File: config.mk
export PLATFORM = sky130hd
export DESIGN_NAME = txs_stack_top
export DESIGN_NICKNAME = d
export VERILOG_FILES = /design/src/rtl/txs_pkg.sv /design/src/rtl/txs_event_encode.sv /design/src/rtl/txs_queue.sv /design/src/rtl/txs_halt_track.sv /design/src/rtl/txs_stack_top.sv
export SDC_FILE = /design/constraint.sdc
export NUM_CORES = 1
export LEC_CHECK = 0
export ABC_AREA = 1
export BUFFER_PORTS_ARGS = -buffer_cell sky130_fd_sc_hd__buf_2
export CORE_MARGIN = 1.5
export CORE_UTILIZATION = 40
export CTS_CLUSTER_DIAMETER = 100
export DETAILED_ROUTE_END_ITERATION = 8
export GPL_TIMING_DRIVEN = 1
export HOLD_SLACK_MARGIN = 0.1
export MAX_ROUTING_LAYER = met4
export RECOVER_POWER = 100
export SLEW_MARGIN = 10
export SYNTH_ARGS = -nofsm -noshare
export SYNTH_HDL_FRONTEND = slang
export SYNTH_HIERARCHICAL = 1
export SYNTH_SLANG_ARGS = --single-unit
File: constraint.sdc
create_clock -name clk -period 1.4 [get_ports clk]
set_input_delay 0.28 -clock clk [delete_from_list [all_inputs] [get_ports clk]]
set_output_delay 0.28 -clock clk [all_outputs]
set_load 0.05 [all_outputs]
File: src/rtl/txs_pkg.sv
package txs_pkg;

    localparam int unsigned STAT_W = 8;

    typedef struct packed {
        logic complete;
        logic intreq;
        logic jabber;
        logic underrun;
        logic maxcoll;
        logic overflow;
    } txs_entry_t;

    typedef struct packed {
        logic       valid;
        txs_entry_t entry;
    } txs_event_t;

    function automatic logic [STAT_W-1:0] entry_to_byte(input txs_entry_t e);
        return {e.complete, e.intreq, e.jabber, e.underrun,
                e.maxcoll, e.overflow, 2'b00};
    endfunction

    function automatic logic needs_tx_reset(input txs_entry_t e);
        return e.jabber | e.underrun;
    endfunction

endpackage

File: src/rtl/txs_event_encode.sv
module txs_event_encode
    import txs_pkg::*;
(
    input  logic       ev_valid,
    input  logic       ev_intreq,
    input  logic       ev_jabber,
    input  logic       ev_underrun,
    input  logic       ev_maxcoll,
    output txs_event_t evt,
    output logic       fatal
);
    always_comb begin
        evt.valid          = ev_valid;
        evt.entry.complete = 1'b1;
        evt.entry.intreq   = ev_intreq;
        evt.entry.jabber   = ev_jabber;
        evt.entry.underrun = ev_underrun;
        evt.entry.maxcoll  = ev_maxcoll;
        evt.entry.overflow = 1'b0;
        fatal              = ev_valid & needs_tx_reset(evt.entry);
    end
endmodule

File: src/rtl/txs_queue.sv
module txs_queue
    import txs_pkg::*;
#(
    parameter int unsigned DEPTH = 4,
    localparam int unsigned PTR_W = (DEPTH > 1) ? $clog2(DEPTH) : 1,
    localparam int unsigned CNT_W = $clog2(DEPTH + 1)
) (
    input  logic             clk,
    input  logic             rst,
    input  logic             clear,
    input  logic             push,
    input  txs_entry_t       push_entry,
    input  logic             pop,
    output txs_entry_t       head_entry,
    output logic             head_valid,
    output logic [CNT_W-1:0] count,
    output logic             ovf_hit
);
    localparam logic [PTR_W-1:0] LAST_IDX = PTR_W'(DEPTH - 1);
    localparam logic [CNT_W-1:0] FULL_CNT = CNT_W'(DEPTH);

    function automatic logic [PTR_W-1:0] ptr_inc(input logic [PTR_W-1:0] p);
        return (p == LAST_IDX) ? '0 : p + PTR_W'(1);
    endfunction

    function automatic logic [PTR_W-1:0] ptr_dec(input logic [PTR_W-1:0] p);
        return (p == '0) ? LAST_IDX : p - PTR_W'(1);
    endfunction

    logic [PTR_W-1:0] rd_ptr, wr_ptr, newest_ptr;
    logic [CNT_W-1:0] cnt_r;
    logic             pop_ok, push_ok, is_full;
    txs_entry_t       slot_q [DEPTH];

    always_comb begin
        is_full    = (cnt_r == FULL_CNT);
        pop_ok     = pop && (cnt_r != '0);
        push_ok    = push && (!is_full || pop_ok);
        ovf_hit    = push && is_full && !pop_ok;
        newest_ptr = ptr_dec(wr_ptr);
    end

    for (genvar g = 0; g < DEPTH; g++) begin : g_slot
        txs_entry_t slot_r;
        always_ff @(posedge clk) begin
            if (rst || clear) begin
                slot_r <= '0;
            end else if (push_ok && wr_ptr == PTR_W'(g)) begin
                slot_r <= push_entry;
            end else if (ovf_hit && newest_ptr == PTR_W'(g)) begin
                slot_r.overflow <= 1'b1;
            end
        end
        assign slot_q[g] = slot_r;
    end

    always_ff @(posedge clk) begin
        if (rst || clear) begin
            rd_ptr <= '0;
            wr_ptr <= '0;
            cnt_r  <= '0;
        end else begin
            if (pop_ok)  rd_ptr <= ptr_inc(rd_ptr);
            if (push_ok) wr_ptr <= ptr_inc(wr_ptr);
            case ({push_ok, pop_ok})
                2'b10:   cnt_r <= cnt_r + CNT_W'(1);
                2'b01:   cnt_r <= cnt_r - CNT_W'(1);
                default: cnt_r <= cnt_r;
            endcase
        end
    end

    assign head_valid = (cnt_r != '0);
    assign head_entry = head_valid ? slot_q[rd_ptr] : '0;
    assign count      = cnt_r;
endmodule

File: src/rtl/txs_halt_track.sv
module txs_halt_track (
    input  logic clk,
    input  logic rst,
    input  logic clear,
    input  logic set,
    output logic halted
);
    always_ff @(posedge clk) begin
        if (rst || clear) halted <= 1'b0;
        else if (set)     halted <= 1'b1;
    end
endmodule

File: src/rtl/txs_stack_top.sv
module txs_stack_top
    import txs_pkg::*;
#(
    parameter int unsigned DEPTH = 4,
    localparam int unsigned CNT_W = $clog2(DEPTH + 1)
) (
    input  logic              clk,
    input  logic              rst,
    input  logic              ev_valid,
    input  logic              ev_intreq,
    input  logic              ev_jabber,
    input  logic              ev_underrun,
    input  logic              ev_maxcoll,
    input  logic              host_wr,
    input  logic              tx_reset,
    output logic [STAT_W-1:0] rd_data,
    output logic              txc_irq,
    output logic              tx_halted
);
    txs_event_t       evt;
    logic             fatal_ev;
    txs_entry_t       head;
    logic             head_valid;
    logic [CNT_W-1:0] q_count;
    logic             q_ovf;

    txs_event_encode u_enc (
        .ev_valid    (ev_valid),
        .ev_intreq   (ev_intreq),
        .ev_jabber   (ev_jabber),
        .ev_underrun (ev_underrun),
        .ev_maxcoll  (ev_maxcoll),
        .evt         (evt),
        .fatal       (fatal_ev)
    );

    txs_queue #(.DEPTH(DEPTH)) u_q (
        .clk        (clk),
        .rst        (rst),
        .clear      (tx_reset),
        .push       (evt.valid),
        .push_entry (evt.entry),
        .pop        (host_wr),
        .head_entry (head),
        .head_valid (head_valid),
        .count      (q_count),
        .ovf_hit    (q_ovf)
    );

    txs_halt_track u_halt (
        .clk    (clk),
        .rst    (rst),
        .clear  (tx_reset),
        .set    (fatal_ev),
        .halted (tx_halted)
    );

    assign rd_data = entry_to_byte(head);
    assign txc_irq = head_valid & head.complete & head.intreq;
endmodule

==> results of run 1 <==
## sequential cells by signal (all words and copies together), names as in the netlist
name and flops:
u_q/g_slot.slot_r 24, u_q/count 3, u_q/rd_ptr 2, u_q/wr_ptr 2, u_halt/halted 1
## per-layer routing
metal  vias to the layer above  share of wire (%)
li1                        849                  -
met1                       748                 45
met2                        33                 49
met3                         4                4.5
met4                         0                1.1
met5                         -                  0
## cell usage in the layout (no fill, tap or decap), drive strengths merged
master / count
o21ai: 36
dfxtp: 32
a21oi: 13
conb: 4
nand2: 23
nor3b: 2
buf: 36
ha: 6
nand4: 2
inv: 27
clkbuf: 10
fa: 1
clkinvlp: 2
and2: 1
nand3: 6
nor2: 85
## what timing repair did
item                                    4_1_cts  5_1_grt
pin swaps                                    12       14
hold endpoints to repair                      0        0
setup buffers                                 3        2
endpoints found under the setup margin        9       10
gates resized for setup                      33       31
## kinds of logic (layout without fill, tap and decap cells)
logic type | count (synthesis) | in the layout | share of synthesized area [%]
AO/OA/AOI/OAI | 49 | 49 | 13.59
buffers and inverters | 42 | 75 | 11.30
flip-flops | 32 | 32 | 35.51
other | 3 | 4 | 0.6241
AND/OR/NAND/NOR | 119 | 119 | 33.70
adder cells (fa/ha/maj) | 7 | 7 | 5.270
## worst max-delay path: cells and delay by family (launching register included)
| kind | cells | cell delay, ps |
|---|---|---|
| AO/OA/AOI/OAI | 2 | 250 |
| buffers and inverters | 1 | 150 |
| AND/OR/NAND/NOR | 4 | 350 |
| flip-flops | 1 | 400 |
## power groups by stage
stage               Clock (W)  Sequential (W)  Combinational [W]
floorplan                   0        0.000975           0.000259
global placement            0        0.000974           0.000349
detailed placement          0        0.000973           0.000352
CTS                  0.000771        0.000951           0.000390
global route         0.000807        0.000955           0.000459
finish               0.000748        0.000952           0.000419
## worst min-delay path by stage
| stage | start | end | depth (start not counted) |
|---|---|---|---|
| 2_1_floorplan | tx_reset | u_halt/halted | 3 |
| 3_3_place_gp | u_halt/halted | u_halt/halted | 2 |
| 3_5_place_dp | u_q/g_slot[0].slot_r[0] | u_q/g_slot[0].slot_r[0] | 2 |
| 4_1_cts | tx_reset | u_halt/halted | 4 |
| 5_1_grt | tx_reset | u_halt/halted | 4 |
| 6_report | tx_reset | u_halt/halted | 4 |
## through the flow
step / setup slack [ps] / cells / utilization, % / TNS (ps)
after floorplan: -359.4 / 253 / - / -672.3
after global placement: -101.0 / 325 / 47.90 / -421.3
after detailed placement: -123.2 / 325 / 47.90 / -595.5
after CTS: -283.9 / 336 / 52.64 / -2127
after global routing: -375.6 / 338 / 54.74 / -4762
final: -313.8 / 338 / 54.74 / -2440
## cell type report
type	count	area, µm²
fillers	424	1971
multi-input cells	179	1115
flip-flops and latches	32	651.9
repair buffers	39	334.1
inverters	28	123.9
clock buffers	7	86.33
well taps	52	65.06
clock inverters	1	7.507
==> reports/metrics.yaml, run 1 <==
placement:
  hpwlAfterDp_mm: 3.022
  place_area_um2: 2086
  routabilityCongestion: 0.7928
  io_buffers: 16
floorplan:
  fp.dieH_um: 70.16
  start_util_pct: 41.44
  core_um2: 4354
  die_area_um2: 4922
  rows: 24
  ios: 19
  die_w_um: 70.16
clock_tree:
  clkTransAtPathRegs_ps: 70
  clk_path_buf_depth: 2
  cts_sinks: 32
  root_buffer: "clkbuf_8"
  h-tree-depth: 2
  cts_tree: "done"
  cts_hold_buf: 0
  cts_buffers: 5
  clk_latency_ps: 280
critical_path:
  cpMaxStageDelayCell: "dfxtp_4"
  crit_chain: "nor2_2 > nor2_2 > o21ai_2 > a21oi_4 > nand2_2 > nor2_4 > buf_6"
  rr_startpoint: "u_q/count[1]"
  cp-startpoint: "u_q/rd_ptr[0]"
  critPathCaptureType: "primary output"
  crit_type: "reg2out"
  crit_fanout: 7
  max_stage_delay_ps: 400
  endpoint: "txc_irq"
  cp.arrival_ps: 1430
  worstRegToRegCells: 9
  critPathLaunchType: "flip-flop"
  reg2reg_to: "u_q/count[1]"
  path_common_cell: "nor2_2"
  r2r_slack_ps: -150
  cp.required_ps: 1120
status:
  violations: "setup timing"
  outcome: "finished with violations"
pwr:
  clock_power_share_pct: 35.3
  power.internal_w: 0.001495
  p_sw_w: 0.0006240
  pwr_density_cell_nw_per_um2: 889.0
  comb_power_share_pct: 19.8
  p_leak_nw: 1.022
  total_power_w: 0.002119
  p_seq_share_pct: 44.9
  sw_frac_of_total_pct: 29.45
  max-vdd-ir-drop_mv: 0.6387
finish:
  nNetsFinal: 301
  final_layout_size_suffix_gt1_share_pct: 38.11
  syn_to_final_growth_pct: 32.11
  antennaDiodeCount: 0
  finalInstanceArea_um2: 2384
timing:
  skew_ps: 5.460
  min_period_over_period_pct: 122.4
  drv_slew: 0
  period_needed_ps: 1714
  fmax_mhz: 583.5
  setup_viol: 22
  setup_slack_ps: -313.8
  hold_violations: 0
  rsz0062_at_grt: "true"
  hold-worst-slack_ps: 232.5
synthesis:
  synth-edff-count: 0
  avgSynthCellArea_um2: 7.160
  synth.distinct_cells: 27
  async_flop_share_pct: 0
  synth_top_area_cell: "dfxtp_1"
  yosysTopAreaCellShare_pct: 35.51
  yosys_warnings: 6
  ys_top_cells_by_area: "dfxtp_1 36%, nor2_1 16%, o21ai_1 5.5%, nor2_8 4.4%, o21ai_0 4.4%"
  ys_ff_latch: 32
  ys_seq_area_share_pct: 35.51
  synth_common_cells: "78 x nor2_1, 32 x dfxtp_1, 21 x inv_1, 20 x nand2_1, 20 x o21ai_1"
  synth_area_um2: 1804
  synth_top_flop_cell: "dfxtp_1"
  synth.most_common_cell: "nor2_1"
  syn_inst: 252
global_routing:
  grt_pass1_wl_mm: 7.403
  first_global_vias: 1608
  grt-busiest-layer: "met2"
  grt_use_met2_pct: 31.64
  antenna_found_initial: 0
  grt_max_degree: 32
  track_usage_pct: 19.62
  grt_overflow: 0
  use_met3_pct: 4.329
  grt_use_met1_pct: 24.46
run:
  max_cap_viol_count: 0
routing:
  vias: 1634
  drt-pass1-iter-count: 4
  vias_per_cell: 4.834
  ant_nets: 0
  routed_wl_mm: 4.221
  drt-wirelength-per-cell_um: 12.49
  drc: 0
  drt_iter0_drc: 96
worst_hold_path:
  min_path_type: "in2reg"
Note: power is estimated with default switching activity, not from simulation.
==> inputs of run 2 (changes only) <==
--- a/config.mk
+++ b/config.mk
@@ -7,13 +7,16 @@
 export LEC_CHECK = 0
 export ABC_AREA = 1
 export BUFFER_PORTS_ARGS = -buffer_cell sky130_fd_sc_hd__buf_2
+export CELL_PAD_IN_SITES_DETAIL_PLACEMENT = 0
+export CELL_PAD_IN_SITES_GLOBAL_PLACEMENT = 2
 export CORE_MARGIN = 1.5
-export CORE_UTILIZATION = 40
+export CORE_UTILIZATION = 30
 export CTS_CLUSTER_DIAMETER = 100
 export DETAILED_ROUTE_END_ITERATION = 8
 export GPL_TIMING_DRIVEN = 1
 export HOLD_SLACK_MARGIN = 0.1
 export MAX_ROUTING_LAYER = met4
+export PLACE_DENSITY_LB_ADDON = 0.1
 export RECOVER_POWER = 100
 export SLEW_MARGIN = 10
 export SYNTH_ARGS = -nofsm -noshare
==> run 2 against run 1 <==
The run still ends with setup timing left. Clock power rose by 20%. Sequential share of layout area is 0.38 points lower. Critical path depth stayed put. Sequential power about the same. Wire length up 10%.
==> reports/metrics.yaml, run 2 (synthesis results as in run 1) <==
run:
  max_cap_viol_count: 0  # unchanged
clock_tree:
  clk_path_buf_depth: 2  # unchanged
  clk_latency_ps: 290  # about the same
  cts_hold_buf: 0  # unchanged
  cts_buffers: 5  # unchanged
  cts_tree: "done"
  clkTransAtPathRegs_ps: 70  # about the same
  h-tree-depth: 2  # unchanged
  root_buffer: "clkbuf_8"
  cts_sinks: 32  # unchanged
global_routing:
  antenna_found_initial: 0  # unchanged
  grt_max_degree: 32  # unchanged
  grt_pass1_wl_mm: 7.596  # +2.6%
  track_usage_pct: 16.35  # -3.3 points
  grt_overflow: 0  # unchanged
  first_global_vias: 1524  # -5.2%
finish:
  top_register: "u_q/g_slot.slot_r"
  mostFrequentLayoutCell: "nor2_1"
  final_layout_size_suffix_gt1_share_pct: 37.15  # -0.96 points
  largest_reg_flops: 24  # unchanged
  final_cell_mix: "67 x nor2_1, 26 x dfxtp_1, 26 x o21ai_1"
  nNetsFinal: 303  # +0.66%
  antennaDiodeCount: 0  # unchanged
  syn_to_final_growth_pct: 33.70
timing:
  fmax_mhz: 585.3  # +0.30%
  setup_viol: 20  # -9.1%
  hold_violations: 0  # unchanged
  drv_slew: 0  # unchanged
  skew_ps: 7.299  # +1.839 ps
  rsz0062_at_grt: "true"
  period_needed_ps: 1709  # -5.163 ps
  setup_tns_ps: -2343  # +96.97 ps
  min_period_over_period_pct: 122.0  # -0.37 points
  setup_slack_ps: -308.6  # +5.163 ps
critical_path:
  r2r_slack_ps: -130  # +20 ps
  cp.required_ps: 1120  # about the same
  crit_fanout: 8  # +1
  cp.arrival_ps: 1430  # about the same
  max_stage_delay_ps: 400  # about the same
  crit_type: "reg2out"
  critPathLaunchType: "flip-flop"
  critPathCaptureType: "primary output"
  path_buf_inv: 1  # unchanged
  cp_top_family: "flip-flops"
  cpMaxStageDelayCell: "dfxtp_4"
  crit_chain: "nor2_1 > nor2_1 > o21ai_2 > a21oi_4 > nand2_2 > nor2_4 > buf_6"
  path_common_cell: "nor2_1"
status:
  violations: "setup timing"
  outcome: "finished with violations"
routing:
  drc: 0  # unchanged
  routed_wl_mm: 4.648  # +10%
  drt_iter0_drc: 84  # -13%
  drt-wirelength-per-cell_um: 12.80  # +2.5%
  ant_nets: 0  # unchanged
  drt-pass1-iter-count: 6  # +2
  vias_per_cell: 4.408  # -8.8%
  vias: 1600  # -2.1%
placement:
  dp_slack_ps: -158.9  # -35.70 ps
  routabilityCongestion: 0.7346  # -7.3%
  hpwlAfterDp_mm: 3.310  # +9.5%
  io_buffers: 16  # unchanged
pwr:
  p_leak_nw: 1.033  # +1.1%
  p_sw_w: 0.0006511  # +4.3%
  power.internal_w: 0.001622  # +8.5%
  comb_power_share_pct: 18.4  # -1.4 points
  sw_frac_of_total_pct: 28.65  # -0.80 points
  p_seq_share_pct: 41.9  # -3.0 points
  clock_power_share_pct: 39.6  # +4.3 points
  max-vdd-ir-drop_mv: 0.5218  # -18%
  pwr_density_cell_nw_per_um2: 942.2  # +6.0%
floorplan:
  die_w_um: 80.55  # +15%
  rows: 28  # +17%
  die_area_um2: 6488  # +32%
  ios: 19  # unchanged
  fp.dieH_um: 80.55  # +15%
  start_util_pct: 30.84  # -11 points
  core_um2: 5851  # +34%
worst_hold_path:
  min_path_type: "in2reg"
[run 2: changes by cell type in the layout (fill, tap and decap cells not counted), moves of 2 or more]
cell and change:
a21oi_4 +2, a21oi_2 -2, buf_4 +4, dfxtp_2 +2, o21ai_2 -2, nor2_2 -3, nor2_1 +2
[run 2: what timing repair did]
| action | CTS | global route |
|---|---|---|
| hold endpoints to repair | 0 | 0 |
| endpoints found under the setup margin | 9 | 11 |
| pin swaps | 5 | 7 |
| setup buffers | 2 | 3 |
| gates resized for setup | 45 | 13 |
[run 2: cell type report]
type / count / area [µm²]
fillers: 618 / 3438
multi-input cells: 179 / 1106
repair buffers: 41 / 332.8
inverters: 28 / 121.4
well taps: 75 / 93.84
clock buffers: 6 / 72.57
clock inverters: 2 / 35.03
flip-flops and latches: 32 / 650.6
[run 2: tightest hold or removal path, delay by kind of cell]
kind | cells | cell delay (ps)
buffers and inverters | 2 | 130
AND/OR/NAND/NOR | 2 | 80
[run 2: layer usage]
layer / GRT usage, % / wire, µm / part of all wire (%)
met1: 22.03 / 2370 / 51
met2: 23.61 / 2044 / 44
met3: 4.091 / 179 / 3.9
met4: 5.690 / 54 / 1.2
met5: - / 0 / 0
[run 2: worst paths after layout]
path,start,end,cells past startpoint
min reg2reg,u_halt/halted,u_halt/halted,2
min,tx_reset,u_halt/halted,4
max reg2reg,u_q/count[1],u_q/count[2],9
max,u_q/rd_ptr[0],txc_irq,7
[run 2: per-stage QoR]
stage	hold WS [ps]	instances	instance area (µm²)	utilization (%)	power (W)
6_report	234.5	363	2412	41.23	0.002273
5_1_grt	240.5	363	2412	41.23	0.002372
4_1_cts	234.7	361	2379	40.65	0.002279
3_5_place_dp	478.0	351	2125	36.31	0.001333
3_3_place_gp	462.4	351	2125	36.31	0.001340
2_1_floorplan	408.5	253	1874	-	0.001234
[run 2: power by group through the flow]
stage	Clock, W	Sequential (W)	Combinational [W]
after floorplan	0	0.000975	0.000259
after global routing	0.000956	0.000956	0.000460
after CTS	0.000919	0.000953	0.000407
final	0.000901	0.000952	0.000419
after global placement	0	0.000975	0.000366
after detailed placement	0	0.000974	0.000359
